==> src/rtl/segSeqPkg.sv <==
package segSeqPkg;

  localparam logic [2:0] CODE_NORMAL = 3'd0;
  localparam logic [2:0] CODE_BLINK  = 3'd1;
  localparam logic [2:0] CODE_LOAD   = 3'd6;
  localparam logic [2:0] CODE_SWAP   = 3'd7;

  typedef enum logic [1:0] {
    MODE_NORMAL,
    MODE_BLINK,
    MODE_LOAD,
    MODE_SWAP
  } dispMode_e;

  typedef enum logic [1:0] {
    SRC_DISP,
    SRC_USER,
    SRC_OFF
  } pixSrc_e;

  // Strobes from control to datapath
  typedef struct packed {
    logic    loadDisp;  // copy user buffer into display buffer
    logic    wipe;      // clear both buffers
    pixSrc_e src;       // which image drives the segments
  } seqStrobe_t;

  // Unknown codes fall back to normal refresh
  function automatic dispMode_e decodeMode(input logic [2:0] code);
    case (code)
      CODE_BLINK: return MODE_BLINK;
      CODE_LOAD:  return MODE_LOAD;
      CODE_SWAP:  return MODE_SWAP;
      default:    return MODE_NORMAL;
    endcase
  endfunction

  function automatic logic copiesEachFrame(input dispMode_e m);
    return (m == MODE_NORMAL) || (m == MODE_BLINK);
  endfunction

  function automatic logic usesBlink(input dispMode_e m);
    return (m == MODE_BLINK) || (m == MODE_SWAP);
  endfunction

endpackage

==> src/rtl/segSeqCtrl.sv <==
module segSeqCtrl
  import segSeqPkg::*;
(
  input  logic       clk,
  input  logic       rstN,
  input  logic       frameStart,
  input  logic       frameEnd,
  input  logic       blinkTick,
  input  logic       cfgWr,
  input  logic [2:0] cfgMode,
  input  logic       cfgIrqEn,
  input  logic       enableReq,
  input  logic       disableReq,
  input  logic       softReset,
  input  logic       irqClr,
  output seqStrobe_t strb,
  output logic       allGround,
  output logic       disIrq,
  output logic       active,
  output logic       disBusy
);

  dispMode_e pendMode, actMode;
  logic      phase;
  logic      enabled;
  logic      disPend;
  logic      gndFrame;
  logic      irqFlag;
  logic      irqEn;
  logic      gndDone;

  assign gndDone = gndFrame && frameEnd;

  // Mode register and frame-boundary application
  always_ff @(posedge clk or negedge rstN) begin
    if (!rstN) begin
      pendMode <= MODE_NORMAL;
      actMode  <= MODE_NORMAL;
      irqEn    <= 1'b0;
    end else if (softReset) begin
      pendMode <= MODE_NORMAL;
      actMode  <= MODE_NORMAL;
      irqEn    <= 1'b0;
    end else begin
      if (cfgWr) begin
        pendMode <= decodeMode(cfgMode);
        irqEn    <= cfgIrqEn;
      end
      if (frameStart) actMode <= pendMode;
    end
  end

  // Blink phase: toggles on ticks, restarts on a mode change
  always_ff @(posedge clk or negedge rstN) begin
    if (!rstN) begin
      phase <= 1'b0;
    end else if (softReset) begin
      phase <= 1'b0;
    end else if (frameStart && (pendMode != actMode)) begin
      phase <= 1'b0;
    end else if (blinkTick && usesBlink(actMode)) begin
      phase <= ~phase;
    end
  end

  // Enable / disable sequence
  always_ff @(posedge clk or negedge rstN) begin
    if (!rstN) begin
      enabled  <= 1'b0;
      disPend  <= 1'b0;
      gndFrame <= 1'b0;
    end else if (softReset) begin
      enabled  <= 1'b0;
      disPend  <= 1'b0;
      gndFrame <= 1'b0;
    end else if (gndDone) begin
      enabled  <= 1'b0;
      disPend  <= 1'b0;
      gndFrame <= 1'b0;
    end else begin
      if (enableReq && !disPend) enabled <= 1'b1;
      if (disableReq && enabled) disPend <= 1'b1;
      if (frameStart && disPend && enabled) gndFrame <= 1'b1;
    end
  end

  // Interrupt flag: set wins over clear
  always_ff @(posedge clk or negedge rstN) begin
    if (!rstN) begin
      irqFlag <= 1'b0;
    end else if (softReset) begin
      irqFlag <= 1'b0;
    end else if (gndDone) begin
      irqFlag <= 1'b1;
    end else if (irqClr) begin
      irqFlag <= 1'b0;
    end
  end

  // Strobes to the datapath
  always_comb begin
    strb.wipe     = softReset;
    strb.loadDisp = frameStart && enabled && copiesEachFrame(pendMode);
    if (!enabled || gndFrame) begin
      strb.src = SRC_OFF;
    end else begin
      case (actMode)
        MODE_BLINK: strb.src = phase ? SRC_OFF : SRC_DISP;
        MODE_SWAP:  strb.src = phase ? SRC_USER : SRC_DISP;
        default:    strb.src = SRC_DISP;
      endcase
    end
  end

  assign allGround = !enabled || gndFrame;
  assign disIrq    = irqFlag && irqEn;
  assign active    = enabled;
  assign disBusy   = disPend;

  AST_MODE_AT_FRAME: assert property (@(posedge clk) disable iff (!rstN)
    (!frameStart && !softReset) |=> $stable(actMode));

  AST_GND_NEEDS_PEND: assert property (@(posedge clk) disable iff (!rstN)
    gndFrame |-> disPend);

  AST_DONE_SEQ: assert property (@(posedge clk) disable iff (!rstN)
    (gndFrame && frameEnd && !softReset) |=> (!disBusy && !active && irqFlag));

  AST_IRQ_HOLD: assert property (@(posedge clk) disable iff (!rstN)
    (irqFlag && !irqClr && !softReset) |=> irqFlag);

  AST_SOFT_CLEAR: assert property (@(posedge clk) disable iff (!rstN)
    softReset |=> (!active && !disBusy && !irqFlag && allGround));

endmodule

==> src/rtl/segSeqData.sv <==
module segSeqData
  import segSeqPkg::*;
#(
  parameter int NUM_WORDS = 4,
  parameter int WORD_W    = 8,
  localparam int NUM_PIX  = NUM_WORDS * WORD_W,
  localparam int ADDR_W   = (NUM_WORDS > 1) ? $clog2(NUM_WORDS) : 1
) (
  input  logic               clk,
  input  logic               rstN,
  input  seqStrobe_t         strb,
  input  logic               bufWr,
  input  logic [ADDR_W-1:0]  bufAddr,
  input  logic [WORD_W-1:0]  bufData,
  output logic [NUM_PIX-1:0] pixOut
);

  logic [NUM_PIX-1:0] userBuf;
  logic [NUM_PIX-1:0] dispBuf;

  // User buffer, word-addressed writes
  always_ff @(posedge clk or negedge rstN) begin
    if (!rstN) begin
      userBuf <= '0;
    end else if (strb.wipe) begin
      userBuf <= '0;
    end else if (bufWr) begin
      for (int w = 0; w < NUM_WORDS; w++) begin
        if (bufAddr == ADDR_W'(w)) userBuf[w*WORD_W +: WORD_W] <= bufData;
      end
    end
  end

  // Display buffer, loaded whole at frame start
  always_ff @(posedge clk or negedge rstN) begin
    if (!rstN) begin
      dispBuf <= '0;
    end else if (strb.wipe) begin
      dispBuf <= '0;
    end else if (strb.loadDisp) begin
      dispBuf <= userBuf;
    end
  end

  // Per-word output selection
  for (genvar g = 0; g < NUM_WORDS; g++) begin : gWordMux
    always_comb begin
      case (strb.src)
        SRC_DISP: pixOut[g*WORD_W +: WORD_W] = dispBuf[g*WORD_W +: WORD_W];
        SRC_USER: pixOut[g*WORD_W +: WORD_W] = userBuf[g*WORD_W +: WORD_W];
        default:  pixOut[g*WORD_W +: WORD_W] = '0;
      endcase
    end
  end

  AST_LOAD_HOLD: assert property (@(posedge clk) disable iff (!rstN)
    (!strb.loadDisp && !strb.wipe) |=> $stable(dispBuf));

  AST_WIPE_BUFS: assert property (@(posedge clk) disable iff (!rstN)
    strb.wipe |=> (userBuf == '0 && dispBuf == '0));

endmodule

==> src/rtl/segFrameSeq.sv <==
module segFrameSeq
  import segSeqPkg::*;
#(
  parameter int NUM_WORDS = 4,
  parameter int WORD_W    = 8,
  localparam int NUM_PIX  = NUM_WORDS * WORD_W,
  localparam int ADDR_W   = (NUM_WORDS > 1) ? $clog2(NUM_WORDS) : 1
) (
  input  logic               clk,
  input  logic               rstN,
  input  logic               frameStart,
  input  logic               frameEnd,
  input  logic               blinkTick,
  input  logic               cfgWr,
  input  logic [2:0]         cfgMode,
  input  logic               cfgIrqEn,
  input  logic               enableReq,
  input  logic               disableReq,
  input  logic               softReset,
  input  logic               irqClr,
  input  logic               bufWr,
  input  logic [ADDR_W-1:0]  bufAddr,
  input  logic [WORD_W-1:0]  bufData,
  output logic [NUM_PIX-1:0] pixOut,
  output logic               allGround,
  output logic               disIrq,
  output logic               active,
  output logic               disBusy
);

  seqStrobe_t strb;

  segSeqCtrl uCtrl (
    .clk       (clk),
    .rstN      (rstN),
    .frameStart(frameStart),
    .frameEnd  (frameEnd),
    .blinkTick (blinkTick),
    .cfgWr     (cfgWr),
    .cfgMode   (cfgMode),
    .cfgIrqEn  (cfgIrqEn),
    .enableReq (enableReq),
    .disableReq(disableReq),
    .softReset (softReset),
    .irqClr    (irqClr),
    .strb      (strb),
    .allGround (allGround),
    .disIrq    (disIrq),
    .active    (active),
    .disBusy   (disBusy)
  );

  segSeqData #(
    .NUM_WORDS(NUM_WORDS),
    .WORD_W   (WORD_W)
  ) uData (
    .clk    (clk),
    .rstN   (rstN),
    .strb   (strb),
    .bufWr  (bufWr),
    .bufAddr(bufAddr),
    .bufData(bufData),
    .pixOut (pixOut)
  );

  AST_GND_BLANK: assert property (@(posedge clk) disable iff (!rstN)
    allGround |-> (pixOut == '0));

endmodule

==> config.mk <==
export PLATFORM = sky130hd
export DESIGN_NAME = segFrameSeq
export DESIGN_NICKNAME = d
export VERILOG_FILES = /design/src/rtl/segSeqPkg.sv /design/src/rtl/segSeqCtrl.sv /design/src/rtl/segSeqData.sv /design/src/rtl/segFrameSeq.sv
export SDC_FILE = /design/constraint.sdc
export NUM_CORES = 1
export LEC_CHECK = 0
export BUFFER_PORTS_ARGS = -buffer_cell sky130_fd_sc_hd__buf_2
export CORE_MARGIN = 3
export CORE_UTILIZATION = 62
export CTS_BUF_LIST = sky130_fd_sc_hd__clkbuf_8
export CTS_CLUSTER_SIZE = 16
export DETAILED_ROUTE_END_ITERATION = 12
export GPL_TIMING_DRIVEN = 0
export HOLD_SLACK_MARGIN = 0.06
export PLACE_DENSITY = 0.95
export REMOVE_ABC_BUFFERS = 1
export SLEW_MARGIN = 40
export SYNTH_ARGS = -nofsm -noshare
export SYNTH_HDL_FRONTEND = slang
export SYNTH_SLANG_ARGS = --single-unit
export TNS_END_PERCENT = 20
==> constraint.sdc <==
create_clock -name clk -period 1.9 [get_ports clk]
set_input_delay 0.19 -clock clk [delete_from_list [all_inputs] [get_ports clk]]
set_output_delay 0.19 -clock clk [all_outputs]
set_load 0.02 [all_outputs]
==> results.sh <==
export IMPL_outcome="finished, violations left"
export IMPL_violations="negative setup slack"
export IMPL_die_area_um2=6224
export IMPL_timing_critical_path_required_ns=1.71
export IMPL_grt_overflow_total=0
export IMPL_finalClockSkew_ns=0.009527
export IMPL_synth_warnings=0
export IMPL_crit_reg2reg_launch="uCtrl.active$_DFFE_PN0P_"
export IMPL_route_antenna_remaining_nets=0
export IMPL_coreArea_um2=4911
export IMPL_finalNetCount=361
export IMPL_placed_cells_incl_taps=383
export IMPL_power_switching_fraction=0.2369
export IMPL_cell_chain_of_the_critical_path="nand2b_4 > a21oi_4 > buf_4 > buf_12 > a22o_1 > buf_4"
export IMPL_synth_edff_count=0
export IMPL_critical_path_slowest_cell="sky130_fd_sc_hd__dfrtp_1"
export IMPL_synthesis_instances=271
export IMPL_insertedDiodeCount=0
export IMPL_crit_path_max_fanout=12
export IMPL_synth_most_common_cell="sky130_fd_sc_hd__dfrtp_1"
export IMPL_dieHeight_um=78.90
export IMPL_comb_power_share=0.095
export IMPL_p_int_w=0.002606
export IMPL_synth_seq_cells=74
export IMPL_timing_fmax_ghz=0.5209
export IMPL_seqPwrFrac=0.482
export IMPL_leakage_nw=2.161
export IMPL_place_ws_ns=-0.1352
export IMPL_number_of_buffers_created_by_cts=9
export IMPL_drt_pass1_iterations=4
export IMPL_flow_area_growth_from_synthesis_pct=25.52
export IMPL_layout_drive_gt1_share=0.3021
export IMPL_cp_end_kind="primary output"
export IMPL_wire_per_inst_um=19.89
export IMPL_crit_path_start_kind="flip-flop"
export IMPL_async_flop_share=1.000
export IMPL_synth_cell_type_count=25
export IMPL_synth_top_cells_by_area="sky130_fd_sc_hd__dfrtp_1 56%, sky130_fd_sc_hd__a22o_1 15%, sky130_fd_sc_hd__mux2i_1 11%, sky130_fd_sc_hd__nor2_1 4.4%, sky130_fd_sc_hd__mux2_4 1.8%"
export IMPL_wl_mm=8.114
export IMPL_timing_hold_violations_final=0
export IMPL_clock_power_share=0.423
export IMPL_synth_top_area_frac=0.5621
export IMPL_worst_slew_pin_transition_ns=0.7099
export IMPL_net_switching_power_w=0.0008091
export IMPL_hp_class="input pin to flip-flop"
export IMPL_floorplan_die_width_um=78.90
export IMPL_synth_sequential_area_ratio=0.5621
export IMPL_leading_post_synthesis_cells_by_instance_count="74 x sky130_fd_sc_hd__dfrtp_1, 58 x sky130_fd_sc_hd__a22o_1, 39 x sky130_fd_sc_hd__nor2_1, 35 x sky130_fd_sc_hd__mux2i_1, 11 x sky130_fd_sc_hd__buf_2"
export IMPL_setup_violations=9
export IMPL_stdcell_count=408
export IMPL_synth_top_area_cell="sky130_fd_sc_hd__dfrtp_1"
export IMPL_worstSetupStartpoint="uCtrl.gndFrame$_DFFE_PN0P_"
export IMPL_slew_viol_final=0
export IMPL_tritoncts_num_sinks=74
export IMPL_global_route_usage_total=0.2747
export IMPL_worstSkewPairLatency_ns=0.36
export IMPL_portbufs=60
export IMPL_postLayoutSetupSlackWorst_ns=-0.01991
export IMPL_avgSynthCellArea_um2=12.16
export IMPL_critPathCapture="pixOut[18]"
export IMPL_rr_worst_depth=3
export IMPL_start_util=0.6708
export IMPL_post_syn_area_um2=3294
export IMPL_grt_antenna_before_repair=0
export IMPL_average_vias_per_placed_instance=6.096
export IMPL_total_power_w=0.003415
export IMPL_grt_setup_unrepaired="true"
export IMPL_first_iter_violations=154
export IMPL_hold_worst_slack_ns=0.09400
export IMPL_gpl_final_weighted_congestion=0.7294
export IMPL_timing_critical_path_arrival_ns=1.73
export IMPL_worst_path_most_repeated_cell="sky130_fd_sc_hd__buf_4"
export IMPL_post_dp_hpwl_mm=4.719
export IMPL_worst_r2r_setup_slack_ns=0.28
export IMPL_clock_tree_from_tritoncts="yes"
export IMPL_critical_path_class="flip-flop to primary output"
export IMPL_count_of_max_cap_constraint_violations=0
export IMPL_rows=25
export IMPL_clock_root_buffer="sky130_fd_sc_hd__clkbuf_8"
export IMPL_first_global_vias=2511
export IMPL_htree_num_levels=3
export IMPL_post_route_drc_count=0
export IMPL_timing_slew_headroom=0.5253
export IMPL_most_used_flip_flop_cell_after_synthesis="sky130_fd_sc_hd__dfrtp_1"
export IMPL_post_route_period_util=1.010
export IMPL_cts_max_path_buffers=2
export IMPL_crit_path_max_incr_delay_ns=0.41
export IMPL_wire_length_of_the_first_global_routing_pass_mm=12.99
export IMPL_powerDensity_nw_per_um2=825.9
export IMPL_detailroute_via_count=2487
export IMPL_irDropWorstVdd_mv=0.6369
export IMPL_grt_max_degree=56
export IMPL_cts_clock_pin_slew_for_the_worst_setup_and_hold_paths_ns=0.08
export IMPL_finalCriticalPeriod_ns=1.920
export IMPL_io_pins=61
export IMPL_worst_r2r_endpoint="uData.dispBuf[26]$_DFFE_PN0P_"
metal layers:
layer	track usage	vias to the layer above	part of all wire
met5	0	-	0
met1	0.3672	1268	0.41
li1	-	1120	-
met3	0.05782	16	0.054
met4	0.1271	0	0.016
met2	0.4338	83	0.52
power by group through the flow:
stage                     logic (W)  registers (W)  clock network [W]
final                      0.000325        0.00165            0.00144
after floorplan            0.000124        0.00167                  0
after detailed placement   0.000279        0.00167                  0
after CTS                  0.000316        0.00164            0.00145
after global placement     0.000243        0.00167                  0
after global routing       0.000352        0.00165            0.00153
cell usage in the layout, fill, tap and decap left out, types with 5 or more instances in the layout:
| cell | Yosys | layout |
|---|---|---|
| sky130_fd_sc_hd__dfrtp_1 | 74 | 71 |
| sky130_fd_sc_hd__a22o_1 | 58 | 57 |
| sky130_fd_sc_hd__nor2_1 | 39 | 38 |
| sky130_fd_sc_hd__mux2i_1 | 35 | 35 |
| sky130_fd_sc_hd__buf_2 | 11 | 35 |
| sky130_fd_sc_hd__buf_4 | 2 | 29 |
| sky130_fd_sc_hd__clkbuf_8 | 0 | 9 |
| sky130_fd_sc_hd__nor2b_1 | 6 | 6 |
| sky130_fd_sc_hd__nand2b_1 | 6 | 5 |
| sky130_fd_sc_hd__a21oi_1 | 6 | 5 |
sequential cells by signal (all words and copies together) (netlist names):
| signal | flops |
|---|---|
| uData.userBuf | 32 |
| uCtrl.gndFrame | 1 |
| uCtrl.phase | 1 |
| uCtrl.irqFlag | 1 |
| uCtrl.disBusy | 1 |
| uCtrl.pendMode | 2 |
| uCtrl.active | 1 |
| uCtrl.irqEn | 1 |
| uData.dispBuf | 32 |
| uCtrl.actMode | 2 |
area by class of cell:
class / count / area (µm²)
sequential: 74 / 1856
multi-input combinational: 176 / 1380
fill: 253 / 775.7
timing repair buffer: 74 / 578.1
clock buffer: 9 / 123.9
clock inverter: 7 / 110.1
tap: 67 / 83.83
inverter: 1 / 3.754
critical path, delay by kind of cell, from the launching register on:
kind	cells	cell delay, ns
simple gates	1	0.18
compound gates	2	0.35
buf+inv	3	0.44
flops	1	0.41
kinds of logic after synthesis:
kind of cell,after synthesis,share of synthesized area
flip-flops,74,0.5621
AO/OA/AOI/OAI,67,0.1713
AND/OR/NAND/NOR,64,0.08963
multiplexers,41,0.1314
buffers and inverters,21,0.03494
XOR/XNOR,4,0.01064
what timing repair did:
action                                  in CTS  in global routing
resized for setup                            7                 26
endpoints found under the setup margin      32                 38
hold buffers                                 1                  0
pin swaps                                    1                  1
setup buffers                                6                  1
cloned                                       1                  0
hold endpoints to repair                    74                  0
metrics by stage:
stage | area [µm²] | utilization | TNS [ns]
after floorplan | 3183 | - | -21.55
after global placement | 3567 | 0.7264 | -58.82
after detailed placement | 3705 | 0.7544 | -0.5605
after CTS | 4058 | 0.8262 | 0
after global routing | 4135 | 0.8420 | -1.169
final | 4135 | 0.8420 | -0.05185
worst min path at each step:
stage	from	endpoint	slack, ns	cells after the start
after floorplan	rstN	uCtrl.actMode[0]$_DFFE_PN0P_	-0.11	0
after global placement	disableReq	uCtrl.disBusy$_DFFE_PN0P_	0.43	3
after detailed placement	rstN	uData.dispBuf[25]$_DFFE_PN0P_	0.05	1
after CTS	frameStart	uCtrl.phase$_DFFE_PN0P_	0.08	2
after global routing	frameStart	uCtrl.phase$_DFFE_PN0P_	0.1	2
final	frameStart	uCtrl.phase$_DFFE_PN0P_	0.09	2
Note: power is estimated with default switching activity, not from simulation.
